### config.mk
export PLATFORM = sky130hd
export DESIGN_NAME = fxp_mul_rs
export DESIGN_NICKNAME = d
export VERILOG_FILES = /design/src/rtl/fxp_mul_pkg.sv /design/src/rtl/fxp_mul_scale.sv /design/src/rtl/fxp_mul_limit.sv /design/src/rtl/fxp_mul_rs.sv
export SDC_FILE = /design/constraint.sdc
export NUM_CORES = 1
export LEC_CHECK = 0
export BUFFER_PORTS_ARGS = -buffer_cell sky130_fd_sc_hd__buf_2
export CORE_ASPECT_RATIO = 0.9
export CORE_MARGIN = 3
export CORE_UTILIZATION = 65
export DETAILED_ROUTE_END_ITERATION = 8
export GPL_ROUTABILITY_DRIVEN = 0
export GPL_TIMING_DRIVEN = 0
export PLACE_DENSITY = 0.86
export SLEW_MARGIN = 20
export SYNTH_ARGS = -nofsm -noshare
export SYNTH_HDL_FRONTEND = slang
export SYNTH_SLANG_ARGS = --single-unit
### constraint.sdc
create_clock -name clk -period 1.6 [get_ports clk]
set_input_delay 0.32 -clock clk [delete_from_list [all_inputs] [get_ports clk]]
set_output_delay 0.32 -clock clk [all_outputs]
set_load 0.01 [all_outputs]
### src/rtl/fxp_mul_pkg.sv
package fxp_mul_pkg;

   typedef enum logic [0:0] {
      RND_TRUNC   = 1'b0,
      RND_NEAREST = 1'b1
   } rnd_mode_e;

   typedef enum logic [0:0] {
      OVF_WRAP  = 1'b0,
      OVF_CLAMP = 1'b1
   } ovf_mode_e;

   // width of the rescaled intermediate for a given operand width
   function automatic int wide_bits(input int w);
      return 2 * w + 1;
   endfunction

endpackage

### src/rtl/fxp_mul_scale.sv
module fxp_mul_scale #(
   parameter int WIDTH = 8,
   parameter int FRAC  = 3,
   localparam int IW   = fxp_mul_pkg::wide_bits(WIDTH)
) (
   input  logic signed [WIDTH-1:0] a,
   input  logic signed [WIDTH-1:0] b,
   output logic signed [IW-1:0]    trunc_q,
   output logic signed [IW-1:0]    round_q
);
   localparam int PW = 2 * WIDTH;

   logic signed [PW-1:0] prod;
   logic signed [IW-1:0] prod_x;

   always_comb begin
      prod   = a * b;
      prod_x = IW'(prod);
   end

   generate
      if (FRAC == 0) begin : g_integer
         always_comb begin
            trunc_q = prod_x;
            round_q = prod_x;
         end
      end else begin : g_fraction
         localparam logic signed [IW-1:0] HALF = IW'(1) << (FRAC - 1);
         logic signed [IW-1:0] biased;
         always_comb begin
            biased  = prod_x + HALF;
            trunc_q = prod_x >>> FRAC;
            round_q = biased >>> FRAC;
         end
      end
   endgenerate

endmodule

### src/rtl/fxp_mul_limit.sv
module fxp_mul_limit #(
   parameter int WIDTH = 8,
   localparam int IW   = fxp_mul_pkg::wide_bits(WIDTH)
) (
   input  logic signed [IW-1:0]    val,
   input  logic                    clamp_en,
   output logic signed [WIDTH-1:0] q,
   output logic                    out_of_range
);
   localparam logic signed [WIDTH-1:0] TOP    = {1'b0, {(WIDTH-1){1'b1}}};
   localparam logic signed [WIDTH-1:0] BOTTOM = {1'b1, {(WIDTH-1){1'b0}}};
   localparam logic signed [IW-1:0]    TOP_X  = IW'(TOP);
   localparam logic signed [IW-1:0]    BOT_X  = IW'(BOTTOM);

   logic above, below;

   always_comb begin
      above        = val > TOP_X;
      below        = val < BOT_X;
      out_of_range = above | below;
      if (clamp_en && above)      q = TOP;
      else if (clamp_en && below) q = BOTTOM;
      else                        q = val[WIDTH-1:0];
   end

endmodule

### src/rtl/fxp_mul_rs.sv
module fxp_mul_rs #(
   parameter int WIDTH = 8,
   parameter int FRAC  = 3
) (
   input  logic                    clk,
   input  logic                    rst_n,
   input  logic                    in_valid,
   input  logic signed [WIDTH-1:0] a,
   input  logic signed [WIDTH-1:0] b,
   input  logic                    round_en,
   input  logic                    sat_en,
   output logic                    out_valid,
   output logic signed [WIDTH-1:0] result,
   output logic                    ovf
);
   import fxp_mul_pkg::*;

   localparam int IW = wide_bits(WIDTH);
   localparam logic signed [WIDTH-1:0] TOP    = {1'b0, {(WIDTH-1){1'b1}}};
   localparam logic signed [WIDTH-1:0] BOTTOM = {1'b1, {(WIDTH-1){1'b0}}};

   // format legality
   generate
      if (WIDTH < 2) begin : g_bad_width
         $error("fxp_mul_rs: WIDTH must be at least 2");
      end
      if (FRAC < 0 || FRAC >= WIDTH) begin : g_bad_frac
         $error("fxp_mul_rs: FRAC must lie in [0, WIDTH-1]");
      end
   endgenerate

   logic signed [IW-1:0]    trunc_q, round_q, scaled;
   logic signed [WIDTH-1:0] limited;
   logic                    range_hit;
   rnd_mode_e               rmode;
   ovf_mode_e               omode;

   always_comb begin
      rmode  = rnd_mode_e'(round_en);
      omode  = ovf_mode_e'(sat_en);
      scaled = (rmode == RND_NEAREST) ? round_q : trunc_q;
   end

   fxp_mul_scale #(.WIDTH(WIDTH), .FRAC(FRAC)) u_scale (
      .a       (a),
      .b       (b),
      .trunc_q (trunc_q),
      .round_q (round_q)
   );

   fxp_mul_limit #(.WIDTH(WIDTH)) u_limit (
      .val          (scaled),
      .clamp_en     (omode == OVF_CLAMP),
      .q            (limited),
      .out_of_range (range_hit)
   );

   always_ff @(posedge clk or negedge rst_n) begin
      if (!rst_n) begin
         out_valid <= 1'b0;
         result    <= '0;
         ovf       <= 1'b0;
      end else begin
         out_valid <= in_valid;
         if (in_valid) begin
            result <= limited;
            ovf    <= range_hit;
         end
      end
   end

   // one-cycle strobe
   p_valid_lat_r2: assert property (@(posedge clk) disable iff (!rst_n)
      in_valid |=> out_valid);
   p_valid_idle_r2: assert property (@(posedge clk) disable iff (!rst_n)
      !in_valid |=> !out_valid);

   // outputs hold without a strobe
   p_hold_r9: assert property (@(posedge clk) disable iff (!rst_n)
      !in_valid |=> ($stable(result) && $stable(ovf)));

   // rounding adds at most one LSB over truncation
   p_round_step_r4: assert property (@(posedge clk) disable iff (!rst_n)
      in_valid |-> ((round_q - trunc_q) == 0 || (round_q - trunc_q) == 1));

   // a clamped result sits on a rail
   p_sat_rail_r5: assert property (@(posedge clk) disable iff (!rst_n)
      (out_valid && ovf && $past(sat_en)) |-> (result == TOP || result == BOTTOM));

endmodule

# After elaboration in Yosys (flattened, before gate mapping)
# Cells that the tools add are included.
[classes]
reduce_logical = 2
multipliers = 1
order_cmp = 2
bitwise_logic = 1
addsub = 1
n_mux = 3
[op_table]
columns = ["operator", "n"]
rows = [
  ["adder 16 x 4 -> 17 bit (second input constant)", 1],
  ["> comparator 17 x 8 -> 1 bit (second input constant)", 1],
  ["less-than comparator 17 x 8 -> 1 bit (second input constant)", 1],
  ["2-to-1 mux 17 bit", 1],
  ["multiplier 8 x 8 -> 16 bit", 1],
  ["2-to-1 mux 8 bit", 2],
  ["logical AND 1 bit", 2],
  ["OR 1 bit", 1],
]
[totals]
regBits = 10
out_inout_bits = 10
elab_cells = 13
inputBits = 21

# Depth between registers and ports, before layout
[logic_depth]
ltp_word = 7
ltp_mapped = 21
depth_no_buf = 20

# Modules after synthesis
# A second synthesis with hierarchy kept.
[unflattened]
hier_cells = 402
area_unflattened_um2 = 3722.3
[modules_own_cells]
columns = ["mod", "area_per_inst_um2", "n_inst", "cells_each", "seq_area_each_um2"]
rows = [
  ["fxp_mul_scale", 2944.1, 1, 342, 0.0],
  ["fxp_mul_rs", 616.8, 1, 39, 250.2],
  ["fxp_mul_limit", 161.4, 1, 21, 0.0],
]

# Least setup slack after synthesis
# Ideal clock, no wire load.
[synth_timing]
kind = "input -> register"
from = "input port a[7]"
to = "register result[0]"
path_buffers = 0
arrival_ps = 5121
setup_ps = 126
required_ps = 1474
setup_slack_ps = -3648
stages = 19
cell_sequence = "nand2_1 inv_1 fa_1 inv_1 fa_1 inv_1 fa_1 inv_1 fa_1 inv_1 ha_1 or4_4 o211ai_1 mux2_2 nor2_1 and2_1 o22ai_1 o2111a_1 a311o_1"
[synth_between]
elab_chain_len = 7
word_cells_on_any_way = 9
cone_classes = "add/sub (1); mul (1); order compare (2); mux (3); reduce/logical (2)"
[synth_rtl]
columns = ["element", "line_no", "source"]
rows = [
  ["from (decl)", "fxp_mul_rs.sv:8", "input logic signed [WIDTH-1:0] a,"],
  ["multiplier 8 x 8 -> 16 bit *", "fxp_mul_scale.sv:17", "prod = a * b;"],
  ["adder 16 x 4 -> 17 bit", "fxp_mul_scale.sv:31", "biased = prod_x + HALF;"],
  ["2-to-1 mux 17 bit *", "fxp_mul_rs.sv:41", "scaled = (rmode == RND_NEAREST) ? round_q : trunc_q;"],
  ["less-than comparator 17 x 8 -> 1 bit", "fxp_mul_limit.sv:19", "below = val < BOT_X;"],
  ["logical AND 1 bit", "fxp_mul_limit.sv:22", "else if (clamp_en && below) q = BOTTOM;"],
  ["2-to-1 mux 8 bit", "fxp_mul_limit.sv:22", ""],
  ["2-to-1 mux 8 bit *", "fxp_mul_limit.sv:21", "if (clamp_en && above) q = TOP;"],
  ["to (signal assigned)", "fxp_mul_rs.sv:66", "result <= limited;"],
  ["to (decl)", "fxp_mul_rs.sv:13", "output logic signed [WIDTH-1:0] result,"],
]
# Mark *: on every way between the ends. The rest lies on a longest branch, timed or not.
# A chain may end at the register's enable or synchronous reset.

# Worst setup path after layout
[layout_timing]
from = "input port b[3]"
to = "register result[1]"
[layout_between]
elab_chain_len = 7
word_cells_on_any_way = 9
cone_classes = "add/sub (1); mul (1); order compare (2); mux (3); reduce/logical (2)"
[layout_rtl]
columns = ["element", "line_no", "source"]
rows = [
  ["from (decl)", "fxp_mul_rs.sv:9", "input logic signed [WIDTH-1:0] b,"],
  ["multiplier 8 x 8 -> 16 bit *", "fxp_mul_scale.sv:17", ""],
  ["adder 16 x 4 -> 17 bit", "fxp_mul_scale.sv:31", ""],
  ["2-to-1 mux 17 bit *", "fxp_mul_rs.sv:41", ""],
  ["less-than comparator 17 x 8 -> 1 bit", "fxp_mul_limit.sv:19", ""],
  ["logical AND 1 bit", "fxp_mul_limit.sv:22", ""],
  ["2-to-1 mux 8 bit", "fxp_mul_limit.sv:22", ""],
  ["2-to-1 mux 8 bit *", "fxp_mul_limit.sv:21", ""],
]
# Marks and branches as above.

==> qor.csv <==
stage,metric,value,unit
grt,grt_usage,30.9,%
clock_tree,insertion_delay,0.24,ns
finish,final_layout_size_suffix_gt1_share,30.2,%
sta,setup_viol,9,
sta,min_period,5.17,ns
clock_tree,cts.root.buffer_cell,clkbuf_8,
placement,placed_area,0.00377,mm2
die,die_w,82.4,um
critical_path,r2r_start,result[6],
finish,finalInstanceArea,0.00434,mm2
critical_path,cp_max_fo,8,
sta,worst_slack,-3.57,ns
sta,drv_slew,0,
job,cap_violations,0,
yosys,ys_top_cells_by_count,"inv_1 (92), fa_1 (55), and2_1 (43), ha_1 (29), nor2_1 (20)",
clock_tree,cts_sinks,10,
finish,multi_input_area,0.00319,mm2
routing,vias_per_cell,6.30,
yosys,netlist_instances,392,
grt,grt_max_degree,11,
yosys,ys_seq_elements,10,
finish,num-fill-cells,209,
grt,grt_overflow,0,
clock_tree,htree_levels,1,
yosys,synth_area_leaders,"fa_1 (32%), ha_1 (11%), inv_1 (10%), and2_1 (7.9%), dfrtp_1 (7.3%)",
grt,grt_pass1_vias,3281,
sta,worst_pin_slew,0.453,ns
grt,antenna_found_initial,0,
finish,fin_nets,549,
yosys,synth_edf_count,0,
yosys,synthFlopType,dfrtp_1,
yosys,ys_seq_area_share,7.32,%
yosys,yosysTopAreaCell,fa_1,
die,die_h,74.8,um
die,start_util,69.0,%
critical_path,arrival,5.29,ns
die,dieArea,0.00616,mm2
run_status,violations,negative setup slack,
grt,grt_pass1_wl,14800,um
critical_path,r2r_cells,2,
routing,drc,0,
critical_path,crit_path_end_kind,register,
clock_tree,cts_tree,built,
yosys,yosys_warnings,0,
routing,wl_per_cell,20.4,um
sta,finClkSkew,0,ns
sta,fmax,193,MHz
placement,port_buffers,30,
routing,drt_iter0_drc,287,
hold_path,hold_path_class,in2reg,
critical_path,crit_end,result[1],
routing,drt-pass1-iter-count,5,
yosys,synth_top_area_share,32.2,%
routing,vias,3201,
sta,rsz0062_at_grt,yes,
yosys,syn-cell-area,0.00342,mm2
finish,syn_to_final_growth,26.9,%
sta,relSlewSlack,69.6,%
critical_path,crit_required,1.72,ns
yosys,synth_most_common_cell,inv_1,
run_status,status,"finished, violations left",
critical_path,path_class,in2reg,
clock_tree,cts_buffers,3,
yosys,synth.avg_cell_area,8.72,um2
sta,hold_violations,0,
die,coreArea,0.00495,mm2
critical_path,r2r_slack,0.61,ns
die,rows,24,
yosys,synthArstFlopShare,100,%
hold_path,min_from,in_valid,
routing,ant_nets,0,
die,ioPinCount,31,
finish,seqCellArea,250,um2
yosys,syn_nets,497,
placement,dp_hpwl,6090,um
critical_path,reg2reg_to,result[6],
yosys,yosysUniqueCellTypes,55,
critical_path,startpoint,b[3],
routing,routed_wl,10400,um
sta,period_share,323,%
clock_tree,clk_pin_slew,0.05,ns
finish,diodes,0,
critical_path,start_kind,input pin,
clock_tree,clockBufferDepth,2,
-- registers in the layout, summed over array words and instances, names as in the netlist --
name / count
result: 8
out_valid: 1
ovf: 1
-- per-stage QoR --
stage               worst slack (ns)  util (%)  instances  TNS [ns]  hold WS [ns]
finish                         -3.57      87.5        508    -31.63         0.290
global route                   -3.69      87.5        508    -32.67         0.284
CTS                            -3.39      83.9        507    -29.82         0.283
detailed placement             -3.80      76.0        487    -33.80         0.193
global placement               -3.70      76.0        487    -32.88         0.187
floorplan                      -3.25         -        392    -29.02        0.0244
-- cell type report --
cell class	count	share of cell area, %
inverters	92	8.02
flip-flops and latches	10	5.77
well taps	65	1.88
plain buffers	2	0.346
clock buffers	4	1.27
repair buffers	51	9.18
multi-input cells	284	73.5
-- worst max-delay path, cell delays in order --
cell and delay, ns:
buf_8 0.11, and2_4 0.17, fa_2 0.59, inv_2 0.06, fa_1 0.55, inv_1 0.09, fa_1 0.51, inv_1 0.06
fa_1 0.50, inv_2 0.05, ha_4 0.15, or4_4 0.54, o211ai_1 0.28, mux2_4 0.36, nor2_4 0.15, and2_4 0.16
o22ai_2 0.07, o2111a_2 0.20, a311o_1 0.35
-- what timing repair did --
item                                    in CTS  in global routing
endpoints found under the setup margin       9                  9
buffers inserted                            16                  4
gates resized for setup                     54                 40
hold endpoints to repair                    10                  0
hold buffers                                 1                  0
pin swaps                                   37                 36
-- layout by cell type (no fill, tap or decap), types with 6 or more instances in the layout --
cell and count:
nand2b_1 6, ha_1 22, fa_1 53, and2_4 11
nor2_1 15, and2_1 33, inv_2 12, dfrtp_1 10
nand2_1 16, buf_4 20, buf_6 11, xnor2_1 12
nor2b_1 7, inv_1 79, buf_2 18
-- how the worst min path moves through the flow --
stage / endpoint / slack [ns] / cells past startpoint
CTS: out_valid / 0.28 / 1
global placement: result[2] / 0.19 / 1
detailed placement: result[2] / 0.19 / 1
finish: out_valid / 0.29 / 1
floorplan: out_valid / 0.02 / 0
global route: out_valid / 0.28 / 1
-- metal layers --
| metal | up-vias | wire [um] | global-route usage, % |
|---|---|---|---|
| met4 | 0 | 546 | 8.86 |
| met3 | 70 | 780 | 3.23 |
| met5 | - | 0 | 0 |
| li1 | 1347 | - | - |
| met1 | 1564 | 3620 | 37.4 |
| met2 | 220 | 5430 | 58.1 |
-- cells by family after synthesis --
family,share of synthesized area (%)
multiplexers,0.330
XOR/XNOR,5.13
adder cells (fa/ha/maj),42.8
AND/OR/NAND/NOR,21.2
buffers and inverters,11.0
AO/OA/AOI/OAI,12.2
flip-flops,7.32
Power is left out: the tool's default activity adds up to more than one toggle a clock period on the data nets, which glitch-free logic cannot reach.
